File: config.mk
export PLATFORM = sky130hd
export DESIGN_NAME = scl_sync_gen
export DESIGN_NICKNAME = d
export VERILOG_FILES = /design/src/rtl/scl_gen_pkg.sv /design/src/rtl/scl_line_sync.sv /design/src/rtl/scl_phase_timer.sv /design/src/rtl/scl_sync_gen.sv
export SDC_FILE = /design/constraint.sdc
export NUM_CORES = 1
export LEC_CHECK = 0
export CORE_MARGIN = 3
export CORE_UTILIZATION = 45
export CTS_CLUSTER_SIZE = 12
export DETAILED_ROUTE_END_ITERATION = 8
export GPL_TIMING_DRIVEN = 0
export HOLD_SLACK_MARGIN = 0.08
export PLACE_DENSITY = 0.76
export SLEW_MARGIN = 20
export SYNTH_ARGS = -nofsm -noshare
export SYNTH_HDL_FRONTEND = slang
export SYNTH_SLANG_ARGS = --single-unit
File: constraint.sdc
create_clock -name clk -period 4.8 [get_ports clk]
set_clock_uncertainty 0.05 [all_clocks]
set_input_delay 1.2 -clock clk [delete_from_list [all_inputs] [get_ports clk]]
set_output_delay 1.2 -clock clk [all_outputs]
set_load 0.01 [all_outputs]
File: src/rtl/scl_gen_pkg.sv
package scl_gen_pkg;

   typedef enum logic [1:0] {
      PH_IDLE = 2'd0,
      PH_WAIT = 2'd1,
      PH_HIGH = 2'd2,
      PH_LOW  = 2'd3
   } scl_phase_e;

endpackage

File: src/rtl/scl_line_sync.sv
module scl_line_sync #(
   parameter int STAGES = 2
) (
   input  logic clk,
   input  logic rst_n,
   input  logic line_in,
   output logic line_sync
);

   generate
      if (STAGES == 0) begin : g_bypass
         assign line_sync = line_in;
      end else begin : g_chain
         logic [STAGES-1:0] sh_q;
         always_ff @(posedge clk or negedge rst_n) begin
            if (!rst_n) sh_q <= '1;
            else        sh_q <= {sh_q[STAGES-2:0], line_in};
         end
         assign line_sync = sh_q[STAGES-1];
      end
   endgenerate

endmodule

File: src/rtl/scl_phase_timer.sv
module scl_phase_timer #(
   parameter int CNT_W = 8
) (
   input  logic             clk,
   input  logic             rst_n,
   input  logic             load,
   input  logic [CNT_W-1:0] load_val,
   input  logic             clear,
   output logic             expired,
   output logic             at_mid
);

   logic [CNT_W-1:0] cnt_q, half_q, eff;

   assign eff = (load_val == '0) ? CNT_W'(1) : load_val;

   always_ff @(posedge clk or negedge rst_n) begin
      if (!rst_n) begin
         cnt_q  <= '0;
         half_q <= '0;
      end else if (clear) begin
         cnt_q  <= '0;
         half_q <= '0;
      end else if (load) begin
         cnt_q  <= eff - CNT_W'(1);
         half_q <= (eff - CNT_W'(1)) >> 1;
      end else if (cnt_q != '0) begin
         cnt_q  <= cnt_q - CNT_W'(1);
      end
   end

   assign expired = (cnt_q == '0);
   assign at_mid  = (cnt_q == half_q);

endmodule

File: src/rtl/scl_sync_gen.sv
module scl_sync_gen
   import scl_gen_pkg::*;
#(
   parameter int CNT_W       = 8,
   parameter int SYNC_STAGES = 2
) (
   input  logic             clk,
   input  logic             rst_n,
   input  logic             master_en,
   input  logic             xfer_req,
   input  logic             arb_lost,
   input  logic             scl_in,
   input  logic [CNT_W-1:0] hi_count,
   input  logic [CNT_W-1:0] lo_count,
   output logic             scl_pull_low,
   output logic             scl_rise,
   output logic             scl_fall,
   output logic             busy,
   output logic             bit_tick
);

   generate
      if (CNT_W < 2) begin : g_bad_cnt_w
         $error("scl_sync_gen: CNT_W must be at least 2");
      end
      if (SYNC_STAGES != 0 && SYNC_STAGES < 2) begin : g_bad_sync
         $error("scl_sync_gen: SYNC_STAGES must be 0 or at least 2");
      end
   endgenerate

   scl_phase_e state_q, state_d;
   logic       line_s;
   logic       ok;
   logic       load_hi, load_lo;
   logic       t_expired, t_mid;
   logic       seen_low_q;
   logic       rise_q, fall_q;

   scl_line_sync #(.STAGES(SYNC_STAGES)) u_sync (
      .clk       (clk),
      .rst_n     (rst_n),
      .line_in   (scl_in),
      .line_sync (line_s)
   );

   scl_phase_timer #(.CNT_W(CNT_W)) u_timer (
      .clk      (clk),
      .rst_n    (rst_n),
      .load     (load_hi | load_lo),
      .load_val (load_hi ? hi_count : lo_count),
      .clear    (state_d == PH_IDLE),
      .expired  (t_expired),
      .at_mid   (t_mid)
   );

   assign ok = master_en & ~arb_lost;

   always_comb begin
      state_d = state_q;
      load_hi = 1'b0;
      load_lo = 1'b0;
      unique case (state_q)
         PH_IDLE: if (xfer_req) state_d = PH_WAIT;
         PH_WAIT: if (seen_low_q && line_s) begin
            state_d = PH_HIGH;
            load_hi = 1'b1;
         end
         PH_HIGH: begin
            if (!line_s) begin
               state_d = PH_LOW;
               load_lo = 1'b1;
            end else if (t_expired) begin
               if (xfer_req) begin
                  state_d = PH_LOW;
                  load_lo = 1'b1;
               end else begin
                  state_d = PH_IDLE;
               end
            end
         end
         PH_LOW:  if (t_expired) state_d = PH_WAIT;
         default: state_d = PH_IDLE;
      endcase
      if (!ok) begin
         state_d = PH_IDLE;
         load_hi = 1'b0;
         load_lo = 1'b0;
      end
   end

   always_ff @(posedge clk or negedge rst_n) begin
      if (!rst_n) begin
         state_q    <= PH_IDLE;
         seen_low_q <= 1'b0;
         rise_q     <= 1'b0;
         fall_q     <= 1'b0;
      end else begin
         state_q <= state_d;
         rise_q  <= (state_q == PH_WAIT) && (state_d == PH_HIGH);
         fall_q  <= (state_q == PH_HIGH) && (state_d == PH_LOW);
         if (state_q == PH_IDLE && state_d == PH_WAIT)
            seen_low_q <= 1'b1;
         else if (state_q != PH_LOW && state_d == PH_LOW)
            seen_low_q <= 1'b0;
         else if ((state_q == PH_LOW || state_q == PH_WAIT) && !line_s)
            seen_low_q <= 1'b1;
      end
   end

   assign scl_pull_low = (state_q == PH_LOW) & ok;
   assign scl_rise     = rise_q;
   assign scl_fall     = fall_q;
   assign busy         = (state_q != PH_IDLE);
   assign bit_tick     = (state_q == PH_LOW) & ok & t_mid;

endmodule

==> impl_metrics.yaml, run 1 <==
finish:
  fin_nets: 233
  drive_gt1_share_pct: 10.14
  mostFrequentLayoutCell: "clkdlybuf4s50_1"
  multi_input_area_um2: 973.4
  layout.cells.non_filler: 253
  layout_common_cells: "clkdlybuf4s50_1 (26), dfrtp_1 (20), nand2_1 (14)"
  num_antenna_cells: 0
  regArea_um2: 553.0
  nFillCells: 303
  area_growth_pct: 21.97
  fin_util_pct: 57.99
place:
  gp_congestion: 0.8849
  dp_cells: 249
  portBuffers: 26
  place_hpwl_um: 3112
pwr:
  pwr-share-clk_pct: 15.2
  total_power_uw: 671.6
  cellPowerDensity_nw_per_um2: 341.7
  power_switching_uw: 263.9
  p_int_uw: 407.7
  swShare_pct: 39.29
  vdd_ir_drop_max_mv: 0.3100
  combPwrFrac_pct: 50.3
  p_leak_nw: 0.8689
  seqPwrFrac_pct: 34.5
logic_synthesis:
  syn-instance-count: 177
  synth_top_area_share_pct: 31.06
  synth_edf_count: 0
  yosys.area.top_type: "dfrtp_1"
  synth_nets: 202
  synth_ff_type: "dfrtp_1"
  synth_seq_cells: 22
  synth_seq_area_share_pct: 34.32
  synth_area_leaders: "dfrtp_1 (31%), xor2_1 (4.9%), mux2i_1 (3.7%)"
  syn_area_um2: 1612
  ys_async_sr_fraction_pct: 100.0
  yosysWarnings: 0
  synthDistinctLibCells: 53
  syn_area_per_cell_um2: 9.105
timing:
  slew_violations: 0
  min_period_over_period_pct: 93.21
  timing.final.hold_violations: 0
  max-slew-margin-rel_pct: 36.07
  setup_viol: 0
  worstMarginPinSlew_ns: 0.9559
  rsz0062_at_grt: "no"
  max_freq_mhz: 223.5
  period_needed_ns: 4.474
  setup_tns_ns: 0
critical_path:
  r2r_cells: 11
  crit_path_start: "master_en"
  r2r_end: "u_timer.cnt_q[6]"
  rrSetupSlack_ns: 1.93
  startpoint_type: "input port"
  r2r_start: "u_sync.g_chain.sh_q[1]"
  worstPathRequired_ns: 3.55
  setup.worst_path.class: "in2out"
  cp-endpoint: "bit_tick"
  cp.arrival_ns: 3.22
  worstPathMaxFanout: 10
  crit_path_end_kind: "output pin"
detailed_routing:
  drtPass1Iterations: 4
  post_drt_wl_per_cell_um: 15.62
  drt_iter0_markers: 100
  vias_per_cell: 5.933
  postRouteAntennaNets: 0
  drt-total-wl_um: 3952
  vias: 1501
  drc: 0
floorplanning:
  dieWidth_um: 65.85
  die_h_um: 65.85
  initial_core_util_pct: 47.55
  die-area_um2: 4336
  core_um2: 3390
  ios: 27
  num_rows: 21
cts:
  cts_sinks: 22
  cts_resized: 0
  numCtsBuffers: 3
  htree_num_levels: 1
  clk_path_buf_depth: 2
  clk_pin_slew_ns: 0.12
  cts_setup_buffers: 0
  tritoncts: "done"
  clock-root-buffer: "clkbuf_4"
  insertion_delay_ns: 0.30
  cts_hold_buf: 0
global_routing:
  grt_max_degree: 23
  grt_pass1_vias: 1348
  grt-ovfl-total: 0
  antenna_found_initial: 0
  grt_usage_pct: 19.50
  grt_first_pass_wirelength_um: 6506
worst_hold_path:
  hold_path.class: "reg2reg"
status:
  status: "finished, final reports clean"
flow_run:
  max_cap_violations: 0
==> registers in the layout, indices dropped and copies added (netlist names) <==
signal / cells
u_timer.cnt_q: 8
u_timer.half_q: 7
state_q: 2
u_sync.g_chain.sh_q: 2
scl_fall: 1
scl_rise: 1
seen_low_q: 1
==> kinds of logic after synthesis <==
| family | share of synthesized area, % |
|---|---|
| adder cells (fa/ha/maj) | 2.329 |
| AND/OR/NAND/NOR | 22.90 |
| flip-flops | 34.32 |
| XOR/XNOR | 7.609 |
| AO/OA/AOI/OAI | 23.14 |
| buffers and inverters | 5.279 |
| multiplexers | 4.426 |
==> Yosys cell counts (4+ instances only) <==
cell,n
a211oi_1,5
a21oi_1,11
a22oi_1,8
dfrtp_1,20
inv_1,9
mux2i_1,6
nand2_1,14
nand3_1,4
nor2_1,9
nor3_1,6
o21ai_0,7
xnor2_1,5
xor2_1,9
==> area by class of cell <==
class / instances / share of cell area (%)
multi-input combinational: 139 / 49.52
sequential: 22 / 28.13
timing repair buffer: 26 / 13.24
tap: 46 / 2.928
buffer: 6 / 2.419
inverter: 10 / 1.910
clock buffer: 4 / 1.846
==> power groups by stage <==
stage	combinational, mW	sequential (mW)	clock, mW
global placement	0.324	0.233	0
detailed placement	0.331	0.235	0
floorplan	0.256	0.228	0
finish	0.338	0.232	0.102
CTS	0.333	0.231	0.105
global route	0.373	0.235	0.115
==> stage by stage <==
step | worst slack [ns] | hold WS (ns) | area (um^2)
floorplan | 1.293 | 0.2952 | 1612
global placement | 0.3806 | 0.2984 | 1929
detailed placement | 0.3238 | 0.2976 | 1929
CTS | 0.3238 | 0.3186 | 1966
global route | 0.2533 | 0.3242 | 1966
finish | 0.3261 | 0.3166 | 1966
==> layer usage <==
metal | vias to the layer above | GRT usage [%] | routed length [um] | share of wire (%)
met2 | 48 | 31.66 | 1942 | 49
met5 | - | 0 | 0 | 0
li1 | 720 | - | - | -
met1 | 731 | 26.81 | 1781 | 45
met4 | 0 | 3.886 | 21 | 0.53
met3 | 2 | 3.912 | 207 | 5.2
==> how the worst min path moves through the flow <==
| stage | cells past startpoint | to | from | slack (ns) |
|---|---|---|---|---|
| global placement | 0 | u_sync.g_chain.sh_q[1] | u_sync.g_chain.sh_q[0] | 0.30 |
| CTS | 0 | u_sync.g_chain.sh_q[1] | u_sync.g_chain.sh_q[0] | 0.32 |
| floorplan | 0 | u_sync.g_chain.sh_q[1] | u_sync.g_chain.sh_q[0] | 0.30 |
| finish | 0 | u_sync.g_chain.sh_q[1] | u_sync.g_chain.sh_q[0] | 0.32 |
| global route | 0 | u_sync.g_chain.sh_q[1] | u_sync.g_chain.sh_q[0] | 0.32 |
| detailed placement | 0 | u_sync.g_chain.sh_q[1] | u_sync.g_chain.sh_q[0] | 0.30 |
==> worst max-delay path, stage by stage <==
cell and delay [ns]:
clkdlybuf4s50_1 0.49, and2b_1 0.25, buf_4 0.21, and3_1 0.23, nand4_1 0.10, nor3_1 0.18, clkdlybuf4s50_1 0.55
Note: power is estimated with default switching activity, not from simulation.
==> run 2, diff against run 1 <==
--- a/config.mk
+++ b/config.mk
@@ -5,7 +5,8 @@
 export SDC_FILE = /design/constraint.sdc
 export NUM_CORES = 1
 export LEC_CHECK = 0
-export CORE_MARGIN = 3
+export CAP_MARGIN = 20
+export CORE_MARGIN = 8
 export CORE_UTILIZATION = 45
 export CTS_CLUSTER_SIZE = 12
 export DETAILED_ROUTE_END_ITERATION = 8
==> run 2 against run 1 <==
Against the previous run: register-to-register slack lost 0.02 ns; sequential share of layout area grew 0.072 points; design area shrank 0.25%; worst hold slack gained 0.0012 ns; wire length grew 1.4%.
==> impl_metrics.yaml, run 2 (synthesized netlist as in run 1, its figures left out) <==
detailed_routing:
  drc: 0
  drtPass1Iterations: 4
  postRouteAntennaNets: 0
  drt_iter0_markers: 64
  vias_per_cell: 5.810
  drt-total-wl_um: 4008
  post_drt_wl_per_cell_um: 15.84
  vias: 1470
critical_path:
  worstPathRequired_ns: 3.55
  cp.arrival_ns: 3.20
  r2r_cells: 11
  setup.worst_path.class: "in2out"
  crit_path_end_kind: "output pin"
  startpoint_type: "input port"
  worstPathMaxFanout: 10
cts:
  tritoncts: "done"
  clk_path_buf_depth: 2
  clock-root-buffer: "clkbuf_4"
  insertion_delay_ns: 0.32
  cts_hold_buf: 0
  cts_setup_buffers: 0
  cts_resized: 0
  clk_pin_slew_ns: 0.13
  cts_sinks: 22
  htree_num_levels: 1
  numCtsBuffers: 3
floorplanning:
  core_um2: 3390
  initial_core_util_pct: 47.55
  die_h_um: 75.85
  dieWidth_um: 75.85
  die-area_um2: 5752
  num_rows: 21
  ios: 27
worst_hold_path:
  hold_path.class: "reg2reg"
  whs_path_depth: 0
finish:
  layout_common_cells: "clkdlybuf4s50_1 (25), dfrtp_1 (20), nand2_1 (14)"
  final_area_um2: 1961
  fin_util_pct: 57.84
  area_growth_pct: 21.66
  largest_reg_flops: 8
  fin_nets: 233
  regMostFlops: "u_timer.cnt_q"
  num_antenna_cells: 0
  largest_registers: "u_timer.cnt_q x8, u_timer.half_q x7"
  drive_gt1_share_pct: 10.63
  layout.cells.non_filler: 253
  mostFrequentLayoutCell: "clkdlybuf4s50_1"
place:
  dp_slack_ns: 0.3542
  place_hpwl_um: 3258
  gp_congestion: 0.9689
  dp_cells: 249
  portBuffers: 26
  placed_area_um2: 1929
timing:
  timing.final.hold_violations: 0
  rsz0062_at_grt: "no"
  max_freq_mhz: 224.5
  post-route-worst-setup-slack_ns: 0.3453
  min_period_over_period_pct: 92.81
  period_needed_ns: 4.455
  holdWs_ns: 0.3177
  worstMarginPinSlew_ns: 0.5401
  max-slew-margin-rel_pct: 63.62
  slew_violations: 0
  setup_viol: 0
  setup_tns_ns: 0
global_routing:
  grt_pass1_vias: 1498
  grt-ovfl-total: 0
  grt_first_pass_wirelength_um: 7010
  antenna_found_initial: 0
  grt_usage_pct: 15.80
  grt_max_degree: 23
pwr:
  vdd_ir_drop_max_mv: 0.1725
  cellPowerDensity_nw_per_um2: 339.7
  p_leak_nw: 0.8690
  total_power_uw: 666.1
flow_run:
  max_cap_violations: 0
status:
  status: "finished, final reports clean"
run 2: changes by cell type in the layout (fill, tap and decap cells not counted), sizes merged:
cell,before,now
buf,6,7
clkdlybuf4s50,26,25
run 2: final timing paths:
path / start / slack, ns / to
worst min register to register: u_sync.g_chain.sh_q[0] / 0.32 / u_sync.g_chain.sh_q[1]
min in group asynchronous: rst_n / 0.77 / seen_low_q
worst max register to register: u_sync.g_chain.sh_q[1] / 1.91 / u_timer.cnt_q[4]
max in group asynchronous: rst_n / 3.58 / u_sync.g_chain.sh_q[1]
worst min-delay path: u_sync.g_chain.sh_q[0] / 0.32 / u_sync.g_chain.sh_q[1]
worst max-delay path: master_en / 0.35 / bit_tick
run 2: per-layer routing:
layer,vias up,part of all wire [%],global-route usage [%]
li1,720,-,-
met1,707,47,20.68
met2,36,47,25.67
met3,7,4.5,2.632
met4,0,1.7,4.904
met5,-,0,0
run 2: final cells by class:
class,count,area [um^2]
tap,46,57.56
inverter,10,37.54
buffer,6,47.55
fill,312,1429
sequential,22,553.0
clock buffer,4,36.28
timing repair buffer,26,255.2
multi-input combinational,139,973.4
run 2: worst max-delay path: stages:
cell             delay, ns
clkdlybuf4s50_1       0.50
and2b_1               0.25
buf_4                 0.21
and3_1                0.23
nand4_1               0.09
nor3_1                0.17
clkdlybuf4s50_1       0.56
run 2: report_power, final:
group          total, mW  switching, mW  internal [mW]
logic              0.332          0.173          0.159
registers          0.231         0.0287          0.202
clock network      0.104         0.0574         0.0464
==> run 3, diff against run 2 <==
--- a/config.mk
+++ b/config.mk
@@ -5,7 +5,7 @@
 export SDC_FILE = /design/constraint.sdc
 export NUM_CORES = 1
 export LEC_CHECK = 0
-export CAP_MARGIN = 20
+export CAP_MARGIN = 25
 export CORE_MARGIN = 8
 export CORE_UTILIZATION = 45
 export CTS_CLUSTER_SIZE = 12
==> results of run 3 <==
No change in the layout: final DEF, timing and power equal those of run 2.
